<file path="src/rtl/flm_pkg.sv">
package flm_pkg;

    typedef enum logic [1:0] {
        OP_NONE     = 2'b00,
        OP_LOCK     = 2'b01,
        OP_UNLOCK   = 2'b10,
        OP_LOCKDOWN = 2'b11
    } lk_op_e;

    typedef struct packed {
        logic lk;   // block refuses writes
        logic ld;   // sticky lock-down, cleared only by reset
    } cell_t;

endpackage

</file>
<file path="src/rtl/flm_block_map.sv">
module flm_block_map #(
    parameter int ADDR_W   = 18,
    parameter int PAR_LSB  = 12,
    parameter int MAIN_LSB = 15,
    parameter int NPAR     = 8,
    parameter int NMAIN    = 7,
    parameter bit TOP_BOOT = 1'b0,
    localparam int NBLK    = NPAR + NMAIN,
    localparam int IDX_W   = $clog2(NBLK)
) (
    input  logic [ADDR_W-1:0] addr,
    output logic [IDX_W-1:0]  idx
);
    localparam int SEC_W = ADDR_W - MAIN_LSB;
    localparam int SUB_W = MAIN_LSB - PAR_LSB;
    localparam logic [SEC_W-1:0] SEC_TOP = {SEC_W{1'b1}};

    logic [SEC_W-1:0] sec;
    logic [SUB_W-1:0] sub;

    assign sec = addr[ADDR_W-1:MAIN_LSB];
    assign sub = addr[MAIN_LSB-1:PAR_LSB];

    // Block numbers rise with address in both layouts.
    generate
        if (TOP_BOOT) begin : g_top
            always_comb begin
                if (sec == SEC_TOP)
                    idx = IDX_W'(NMAIN) + IDX_W'(sub);
                else
                    idx = IDX_W'(sec);
            end
        end else begin : g_bot
            always_comb begin
                if (sec == '0)
                    idx = IDX_W'(sub);
                else
                    idx = IDX_W'(NPAR - 1) + IDX_W'(sec);
            end
        end
    endgenerate

endmodule

</file>
<file path="src/rtl/flm_lock_cell.sv">
module flm_lock_cell
    import flm_pkg::*;
(
    input  logic   clk,
    input  logic   rst_n,
    input  logic   hit,
    input  lk_op_e op,
    input  logic   wp_n,
    output logic   lk,
    output logic   ld
);
    cell_t st_d, st_q;
    logic  frozen;

    assign frozen = st_q.ld && !wp_n;

    always_comb begin
        st_d = st_q;
        if (hit) begin
            unique case (op)
                OP_LOCK:     if (!frozen) st_d.lk = 1'b1;
                OP_UNLOCK:   if (!frozen) st_d.lk = 1'b0;
                OP_LOCKDOWN: begin
                    st_d.lk = 1'b1;
                    st_d.ld = 1'b1;
                end
                default:     st_d = st_q;
            endcase
        end
    end

    always_ff @(posedge clk or negedge rst_n) begin
        if (!rst_n) begin
            st_q <= '{lk: 1'b1, ld: 1'b0};
        end else begin
            st_q <= st_d;
        end
    end

    assign lk = st_q.lk;
    assign ld = st_q.ld;

endmodule

</file>
<file path="src/rtl/flash_lock_mgr.sv">
module flash_lock_mgr
    import flm_pkg::*;
#(
    parameter int ADDR_W   = 18,
    parameter int PAR_LSB  = 12,
    parameter int MAIN_LSB = 15,
    parameter int NPAR     = 8,
    parameter int NMAIN    = 7,
    parameter int STAT_W   = 16,
    parameter bit TOP_BOOT = 1'b0
) (
    input  logic              clk,
    input  logic              rst_n,
    input  logic              cmd_valid,
    input  logic [1:0]        cmd_op,
    input  logic [ADDR_W-1:0] cmd_addr,
    input  logic              wp_n,
    input  logic              vlo,
    input  logic [ADDR_W-1:0] rd_addr,
    output logic              wr_ok,
    output logic [STAT_W-1:0] lock_stat
);
    localparam int NBLK  = NPAR + NMAIN;
    localparam int IDX_W = $clog2(NBLK);

    logic [IDX_W-1:0] cmd_idx, rd_idx;
    logic [NBLK-1:0]  lk_vec, ld_vec;
    lk_op_e           op;

    assign op = lk_op_e'(cmd_op);

    flm_block_map #(
        .ADDR_W(ADDR_W), .PAR_LSB(PAR_LSB), .MAIN_LSB(MAIN_LSB),
        .NPAR(NPAR), .NMAIN(NMAIN), .TOP_BOOT(TOP_BOOT)
    ) u_cmd_map (
        .addr(cmd_addr),
        .idx (cmd_idx)
    );

    flm_block_map #(
        .ADDR_W(ADDR_W), .PAR_LSB(PAR_LSB), .MAIN_LSB(MAIN_LSB),
        .NPAR(NPAR), .NMAIN(NMAIN), .TOP_BOOT(TOP_BOOT)
    ) u_rd_map (
        .addr(rd_addr),
        .idx (rd_idx)
    );

    generate
        for (genvar b = 0; b < NBLK; b++) begin : g_blk
            flm_lock_cell u_cell (
                .clk  (clk),
                .rst_n(rst_n),
                .hit  (cmd_valid && (cmd_idx == IDX_W'(b))),
                .op   (op),
                .wp_n (wp_n),
                .lk   (lk_vec[b]),
                .ld   (ld_vec[b])
            );
        end
    endgenerate

    logic sel_lk, sel_ld;

    always_comb begin
        sel_lk    = lk_vec[rd_idx];
        sel_ld    = ld_vec[rd_idx];
        wr_ok     = !sel_lk && !(sel_ld && !wp_n) && !vlo;
        lock_stat = '0;
        lock_stat[0] = sel_lk;
        lock_stat[1] = sel_ld;
    end

endmodule

</file>
<file path="config.mk">
export PLATFORM = sky130hd
export DESIGN_NAME = flash_lock_mgr
export DESIGN_NICKNAME = d
export VERILOG_FILES = /design/src/rtl/flm_pkg.sv /design/src/rtl/flm_block_map.sv /design/src/rtl/flm_lock_cell.sv /design/src/rtl/flash_lock_mgr.sv
export SDC_FILE = /design/constraint.sdc
export NUM_CORES = 1
export LEC_CHECK = 0
export BUFFER_PORTS_ARGS = -buffer_cell sky130_fd_sc_hd__buf_2
export CORE_MARGIN = 8
export CORE_UTILIZATION = 47
export CTS_BUF_LIST = sky130_fd_sc_hd__clkbuf_4 sky130_fd_sc_hd__clkbuf_8 sky130_fd_sc_hd__clkbuf_16
export DETAILED_ROUTE_END_ITERATION = 16
export PLACE_DENSITY = 0.76
export SLEW_MARGIN = 5
export SYNTH_ARGS = -nofsm -noshare
export SYNTH_HDL_FRONTEND = slang
export SYNTH_SLANG_ARGS = --single-unit
</file>
<file path="constraint.sdc">
create_clock -name clk -period 2.46 [get_ports clk]
set_input_delay 0.246 -clock clk [delete_from_list [all_inputs] [get_ports clk]]
set_output_delay 0.246 -clock clk [all_outputs]
set_load 0.005 [all_outputs]
</file>
==> reports/results.ini <==
[place]
post-place-ws_ns=-0.0983
port_buffers=21
postPlaceCellArea_sq_mm=0.00228
place_hpwl_um=3740
gp_congestion=0.807

[die]
die_area_sq_mm=0.00689
ios=60
start_util_pct=48.5
num_rows=24
die_h_um=83.0
coreArea_sq_mm=0.00435
die_width_um=83.0

[logic_synthesis]
muxShareOfSynthArea_pct=15.8
synth_top_family_by_area=compound AO/OA/AOI/OAI gates
postSynthCellCount=213
synth_edf_count=0
synthSimpleGateAreaFrac_pct=12.3
yosysTopAreaCell=dfstp_2
synth_area_leaders=dfstp_2 (19%), dfrtp_1 (18%), mux2_2 (9.1%)
synth.top_cell.area_share_pct=18.7
avgSynthCellArea_sq_um=9.92
synthAdderAreaFrac_pct=2.37
synth_compound_area_share_pct=22.6
ys_seq_area_share_pct=36.4
synthDistinctLibCells=50
synthXorXnorAreaFrac_pct=0.829
netlist_area_sq_mm=0.00211
synth_seq_cells=30
synth_ff_type=dfstp_2
ys_async_sr_fraction_pct=100
synth_warnings=0

[timing]
drv_slew=0
period_share_pct=97.9
setup_slack_ns=0.0519
min_period_ns=2.41
skew_ns=0.00590
whs_ns=-0.0103
finalSetupViolations=0
final-hold-violation-count=15
fmax_mhz=415
worst_slew_pin_slew_ns=0.640
slew_headroom_pct=57.4
rsz0062_at_grt=yes

[cells_and_area]
final_common_cell=buf_2
area_growth_pct=21.3
drive_above_1_share_pct=40.2
final_cell_mix=buf_2 (19), nand2_1 (16), dfrtp_1 (15), dfstp_2 (15)
post-route-util_pct=58.8
final_area_sq_mm=0.00256
multi_input_comb_area_sq_mm=0.00133
seq_area_sq_um=769
antenna_cells=0
fillers=367
nets=292

[setup_path]
start_kind=primary input
critical_path_class=in2out
cp.arrival_ns=2.16
crit_fanout=7
end_kind=output pin
cp_data_required_time_ns=2.21

[global_route]
grt_pass1_wl_um=8190
grt_pass1_vias=1658
grt_max_degree=31
grt-ovfl-total=0
antenna_found_initial=0
grt_usage_pct=14.2

[clock_tree]
root_buffer=clkbuf_8
cts.sinks=30
path_clk_slew_ns=0.07
clk_latency_ns=0.28
cts_tree=yes
htreeDepth=2
max-clock-path-buffers=2
cts-buffers-inserted=5

[route]
wl_per_cell_um=16.8
dr_total_vias=1722
drtIter0Drc=64
wirelength_um=5010
vias_per_cell=5.78
firstDrtPassIters=4
drc=0
postRouteAntennaNets=0

[worst_hold_path]
min_path_type=in2async

[power_and_ir_drop]
ir_drop_mv=0.401
p_leak_uw=0.00111
pwr_density_cell_mw_per_mm2=652

[run_status]
violations=hold timing
status=finished with violations

[job]
max_cap_violations=0

-- power breakdown --
group	internal (uW)	leakage, uW	total, uW	switching, uW
clock network	206	0.0000484	379	173
logic	281	0.000731	520	239
registers	680	0.000333	769	89.1
total	1170	0.00111	1670	501
-- critical path, cell delays in order --
cell and delay (ns):
buf_8 0.10, inv_6 0.05, ha_4 0.16, or3b_4 0.39, a21boi_4 0.19, mux2_4 0.34
o2111ai_4 0.22, o311ai_4 0.14, a211oi_2 0.18, buf_2 0.14
-- logic make-up after synthesis --
logic type	Yosys count
xor gates and xnor gates	2
and+or+nand+nor	51
AOI/OAI and AO/OA	62
DFF	30
other	1
buffers and inverters	36
muxes	27
adders and majority gates	4
-- Yosys cell counts, types with 2 or more instances --
cell / n
dfstp_2: 15
a22o_1: 3
o21a_1: 3
nand3_1: 5
mux4_2: 2
dfrtp_1: 15
a31o_2: 2
nand2b_1: 3
nand2_1: 16
buf_4: 16
o2111ai_1: 2
inv_1: 11
a211oi_1: 11
and3_1: 3
ha_1: 4
o211ai_1: 5
o21bai_1: 7
nor2_1: 9
a21o_1: 3
o21ai_0: 8
nor2b_1: 4
mux2_2: 17
mux2i_1: 7
nand4_1: 5
nor3b_1: 2
clkbuf_1: 7
a21oi_1: 5
-- final cells by class --
| cell class | count | share of cell area, % |
|---|---|---|
| Sequential cell | 30 | 30.0 |
| Multi-Input combinational cell | 160 | 51.7 |
| Clock inverter | 2 | 0.391 |
| Clock buffer | 6 | 2.98 |
| Timing Repair Buffer | 37 | 10.3 |
| Tap cell | 52 | 2.54 |
| Inverter | 11 | 2.00 |
-- flip-flops by register name (all words and copies together), names as in the netlist --
register,flops
g_blk.u_cell.lk,15
g_blk.u_cell.ld,15
-- routing by layer --
layer / up-vias / share of wire (%) / track usage, %
met5: - / 0 / 0
met4: 0 / 1.5 / 5.11
met3: 9 / 6.5 / 4.39
met2: 54 / 49 / 22.8
met1: 844 / 43 / 17.5
li1: 815 / - / -
-- repair_timing --
action                                  CTS  global route
pin swaps                                 4             6
hold buffers                              0             0
gates resized for setup                  18            21
buffers inserted                          1             0
endpoints found under the setup margin    2             1
-- worst paths after layout --
path	depth (start not counted)	end	slack (ns)	from
worst max-delay path	10	wr_ok	0.05	rd_addr[15]
worst min-delay path	1	g_blk[2].u_cell.ld	-0.01	rst_n
worst max register to register	2	g_blk[10].u_cell.lk	1.32	g_blk[10].u_cell.ld
worst min register to register	2	g_blk[2].u_cell.ld	0.50	g_blk[2].u_cell.ld
max in group asynchronous	1	g_blk[9].u_cell.ld	2.06	rst_n
min in group clk	2	g_blk[3].u_cell.lk	0.38	cmd_op[0]
-- metrics by stage --
stage / power [uW] / TNS [ns] / instances
floorplan: 1090 / 0 / 226
CTS: 1640 / 0 / 298
finish: 1670 / 0 / 298
global route: 1770 / -0.0281 / 298
detailed placement: 1230 / -0.126 / 289
global placement: 1210 / -0.116 / 289
(Power assumes the default switching activity.)
